### config.mk
export PLATFORM = sky130hd
export DESIGN_NAME = noise_lfsr
export DESIGN_NICKNAME = d
export VERILOG_FILES = /design/src/rtl/noise_lfsr_pkg.sv /design/src/rtl/noise_fb.sv /design/src/rtl/noise_shreg.sv /design/src/rtl/noise_out_stage.sv /design/src/rtl/noise_lfsr.sv
export SDC_FILE = /design/constraint.sdc
export NUM_CORES = 1
export LEC_CHECK = 0
export BUFFER_PORTS_ARGS = -buffer_cell sky130_fd_sc_hd__buf_2
export CORE_UTILIZATION = 55
export DETAILED_ROUTE_END_ITERATION = 16
export PLACE_DENSITY = 0.74
export SLEW_MARGIN = 15
export SYNTH_ARGS = -nofsm -noshare
export SYNTH_HDL_FRONTEND = slang
export SYNTH_SLANG_ARGS = --single-unit
export TNS_END_PERCENT = 5
### constraint.sdc
create_clock -name clk -period 0.91 [get_ports clk]
set_clock_uncertainty 0.05 [all_clocks]
set_input_delay 0.182 -clock clk [delete_from_list [all_inputs] [get_ports clk]]
set_output_delay 0.182 -clock clk [all_outputs]
set_load 0.03 [all_outputs]
### src/rtl/noise_lfsr_pkg.sv
package noise_lfsr_pkg;

  typedef enum logic {
    NOISE_PERIODIC = 1'b0,
    NOISE_WHITE    = 1'b1
  } noise_mode_e;

endpackage

### src/rtl/noise_fb.sv
module noise_fb
  import noise_lfsr_pkg::*;
#(
  parameter int              REG_W    = 17,
  parameter int              DELAY    = 2,
  parameter logic [REG_W-1:0] TAPS_ABS = 17'h0000C
) (
  input  logic [REG_W-1:0] state,
  input  noise_mode_e      mode,
  output logic             fb
);

  logic white_fb;
  logic periodic_fb;

  assign white_fb    = ^(state & TAPS_ABS);
  assign periodic_fb = state[DELAY];

  always_comb begin
    if (mode == NOISE_WHITE) fb = white_fb;
    else                     fb = periodic_fb;
  end

endmodule

### src/rtl/noise_shreg.sv
module noise_shreg #(
  parameter int REG_W = 17
) (
  input  logic             clk,
  input  logic             rst_n,
  input  logic             reseed,
  input  logic             shift_en,
  input  logic             fb_in,
  output logic [REG_W-1:0] state
);

  localparam logic [REG_W-1:0] SEED = {1'b1, {(REG_W-1){1'b0}}};

  always_ff @(posedge clk or negedge rst_n) begin
    if (!rst_n)        state <= SEED;
    else if (reseed)   state <= SEED;
    else if (shift_en) state <= {fb_in, state[REG_W-1:1]};
  end

  // a reseed always wins
  p_reseed_load_r1: assert property (@(posedge clk) disable iff (!rst_n)
    reseed |=> state == SEED);

  // no strobe, no change
  p_hold_r2: assert property (@(posedge clk) disable iff (!rst_n)
    (!reseed && !shift_en) |=> $stable(state));

  // low bits move down one place on a step
  p_shift_down_r3: assert property (@(posedge clk) disable iff (!rst_n)
    (shift_en && !reseed) |=> state[REG_W-2:0] == $past(state[REG_W-1:1]));

  // top bit takes the feedback produced by the feedback logic
  p_insert_top_r3: assert property (@(posedge clk) disable iff (!rst_n)
    (shift_en && !reseed) |=> state[REG_W-1] == $past(fb_in));

endmodule

### src/rtl/noise_out_stage.sv
module noise_out_stage #(
  parameter bit INVERT = 1'b0
) (
  input  logic lsb,
  output logic out_bit
);

  generate
    if (INVERT) begin : g_inv
      assign out_bit = ~lsb;
    end else begin : g_pass
      assign out_bit = lsb;
    end
  endgenerate

endmodule

### src/rtl/noise_lfsr.sv
module noise_lfsr
  import noise_lfsr_pkg::*;
#(
  parameter int                  LFSR_LEN     = 15,
  parameter int                  DELAY_STAGES = 2,
  parameter logic [LFSR_LEN-1:0] EFF_TAPS     = 15'h0003,
  parameter bit                  OUT_INVERT   = 1'b0
) (
  input  logic clk,
  input  logic rst_n,
  input  logic shift_en,
  input  logic white_sel,
  input  logic reseed,
  output logic noise_out
);

  localparam int               REG_W    = LFSR_LEN + DELAY_STAGES;
  localparam logic [REG_W-1:0] TAPS_ABS = REG_W'(EFF_TAPS) << DELAY_STAGES;

  noise_mode_e      mode;
  logic [REG_W-1:0] state;
  logic             fb;

  assign mode = white_sel ? NOISE_WHITE : NOISE_PERIODIC;

  noise_fb #(
    .REG_W    (REG_W),
    .DELAY    (DELAY_STAGES),
    .TAPS_ABS (TAPS_ABS)
  ) u_fb (
    .state (state),
    .mode  (mode),
    .fb    (fb)
  );

  noise_shreg #(
    .REG_W (REG_W)
  ) u_shreg (
    .clk      (clk),
    .rst_n    (rst_n),
    .reseed   (reseed),
    .shift_en (shift_en),
    .fb_in    (fb),
    .state    (state)
  );

  noise_out_stage #(
    .INVERT (OUT_INVERT)
  ) u_out (
    .lsb     (state[0]),
    .out_bit (noise_out)
  );

  // the effective section never collapses to all zeros
  p_effective_nonzero_r5: assert property (@(posedge clk) disable iff (!rst_n)
    state[REG_W-1:DELAY_STAGES] != '0);

  // periodic mode only rotates the effective section
  p_periodic_rotate_r7: assert property (@(posedge clk) disable iff (!rst_n)
    (shift_en && !reseed && !white_sel) |=>
      $countones(state[REG_W-1:DELAY_STAGES]) ==
      $countones($past(state[REG_W-1:DELAY_STAGES])));

endmodule

==> results.toml <==
[logic_synthesis]
syn_area_per_cell_um2 = 12.4
synth_area_leaders = "dfrtp_1, mux2i_1, nor2_1"
synthCells = 59
netlist.area_leader.share_pct = 54.8
syn-cell-area_um2 = 731
synth_warnings = 0
synth_seq_cells = 17
syn_nets = 64
yosys.area.top_type = "dfrtp_1"
ys_seq_area_share_pct = 58.4
ys_types = 15

[timing]
period_minus_slack_ns = 1.04
worstMarginPinSlew_ns = 0.361
hold_viol_final = 0
setup_ws_ns = -0.130
grt_setup_unrepaired = "true"
finalSetupViolations = 1
layout_worst_path_cycle_share_pct = 114
fmax_mhz = 961
slew_headroom_pct = 75.9
slew_viol_final = 0
hold_slack_ns = 0.174

[clock_tree]
cts_buffers = 3
clk_latency_ns = 0.28
cts_sinks = 17
clkSlewWorstSetupHoldPaths_ns = 0.09
cts_htree_levels = 1
clock_path_buffers = 2
cts-root-buf = "clkbuf_4"
cts_tree = "yes"
cts_setup_buffers = 0

[power_and_ir_drop]
p_seq_share_pct = 62.1
p_switching_uw = 273
vdd_ir_drop_max_v = 0.00105
p_leak_nw = 0.413
sw_frac_of_total_pct = 22.0
power_density_nw_per_um2 = 1560
internal_power_uw = 970
p_comb_share_pct = 7.3
p_clk_share_pct = 30.6

[critical_path]
path_buf_inv = 1
slowest_stage = "dfrtp_1"
critPathTopFamily = "flip-flops"
criticalPathCategory = "flip-flop to output pin"
end_kind = "output pin"
required_ns = 0.68
crit_path_start_kind = "flip-flop"
crit_chain = "buf_6"
worstPathArrival_ns = 0.81
worst-path-max-fanout = 2
slowest_delay_ns = 0.39

[final_layout]
nets = 72
top_register = "u_shreg.state"
largest_reg_flops = 17
top_regs = "u_shreg.state: 17 flops"
ff_latch_area_um2 = 427
fin_cells = 80
nFillCells = 93
drive_gt1_share_pct = 19.7
finalCoreUtilization_pct = 68.1
antennaDiodeCount = 0
multiInputGateArea_um2 = 260
area_growth_pct = 9.08

[placed_design]
place_inst = 75
portBuffers = 5
dp_slack_ns = 0.0115
dp_hpwl_um = 605
gp_congestion = 0.622

[run_status]
status = "finished, violations left"
violations = "negative setup slack"

[detailed_routing]
first_pass_iters = 4
drcViolationCount = 0
routed_wl_um = 903
detail-route-antenna-nets = 0
wl_per_cell_um = 11.3
vias = 415
viasPerCell = 5.19
drt_iter0_drc = 11

[die]
core_um2 = 1170
pin_count = 6
initial_utilization_pct = 62.4
placementRows = 12
dieArea_um2 = 1480
die_x_um = 38.5
die_h_um = 38.5

[grt]
antenna_found_initial = 0
grt_usage_pct = 15.4
grt_max_degree = 20
grt_remaining_overflow = 0
grt_pass1_vias = 357
grt_pass1_wl_um = 1500

[min_path]
hold_path.class = "primary input to flip-flop"

[job]
drv_cap = 0
## tightest hold or removal path, stage by stage
cell	delay, ns
buf_2	0.09
and2_1	0.14
o2111ai_2	0.10
## logic make-up after synthesis
kind of cell    share of synthesized area (%)
mux                                      20.5
simple gates                             12.3
flops                                    58.4
buf+inv                                  6.85
compound gates                           1.88
## Yosys cell counts
cell type / number
nand2b_1: 1
a21oi_1: 1
nand2_1: 1
buf_4: 2
o2111ai_1: 1
and2_1: 1
nor2_1: 15
buf_12: 1
buf_6: 1
dfstp_2: 1
mux2i_1: 15
inv_1: 1
nand2b_2: 1
dfrtp_1: 16
nand4b_1: 1
## per-stage QoR
step	total power [mW]	TNS, ns	cell area [um2]
floorplan	0.854	0	731
global placement	0.874	0	747
detailed placement	0.874	0	747
CTS	1.26	-0.147	791
global route	1.30	-0.153	797
finish	1.24	-0.130	797
## layer usage
metal	track usage [%]	part of all wire, %	vias up	wire (um)
li1	-	-	211	-
met1	23.1	53	196	482
met2	20.8	43	6	388
met3	3.49	2.7	2	24
met4	7.76	0.89	0	8
met5	0	0	-	0
## cells in the final DEF (no fill, tap or decap), drive strengths merged, types with 2 or more instances in the layout
| cell | count |
|---|---|
| nor2 | 15 |
| clkbuf | 3 |
| buf | 6 |
| mux2i | 15 |
| nand2b | 2 |
| dfrtp | 16 |
## what timing repair did
item,in CTS,in global routing
endpoints found under the setup margin,1,2
endpoints found under the hold margin,16,0
hold buffers,1,0
resized for setup,2,1
## area by class of cell
class	instances	area share [%]
Inverter	1	0.471
Sequential cell	17	53.5
Clock buffer	3	2.83
Multi-Input combinational cell	37	32.7
Timing Repair Buffer	7	7.69
Tap cell	14	2.20
Clock inverter	1	0.628
## path summary, 6_finish.rpt
kind	startpoint	end	cells after the start	slack, ns
setup / recovery	u_shreg.state[0]$_DFFE_PN0P_	noise_out	1	-0.13
hold / removal	white_sel	u_shreg.state[16]$_DFFE_PN1P_	3	0.17
setup reg to reg	u_shreg.state[3]$_DFFE_PN0P_	u_shreg.state[16]$_DFFE_PN1P_	2	0.06
hold reg to reg	u_shreg.state[9]$_DFFE_PN0P_	u_shreg.state[8]$_DFFE_PN0P_	2	0.47
max in group asynchronous	rst_n	u_shreg.state[16]$_DFFE_PN1P_	2	0.22
min in group asynchronous	rst_n	u_shreg.state[9]$_DFFE_PN0P_	2	0.28
## power by group through the flow
stage | registers (mW) | logic [mW] | clock network [mW]
after floorplan | 0.786 | 0.0683 | 0
after global placement | 0.787 | 0.0871 | 0
after detailed placement | 0.787 | 0.0872 | 0
after CTS | 0.772 | 0.0907 | 0.397
after global routing | 0.774 | 0.101 | 0.425
final | 0.772 | 0.0905 | 0.380
Note: power is estimated with default switching activity, not from simulation.
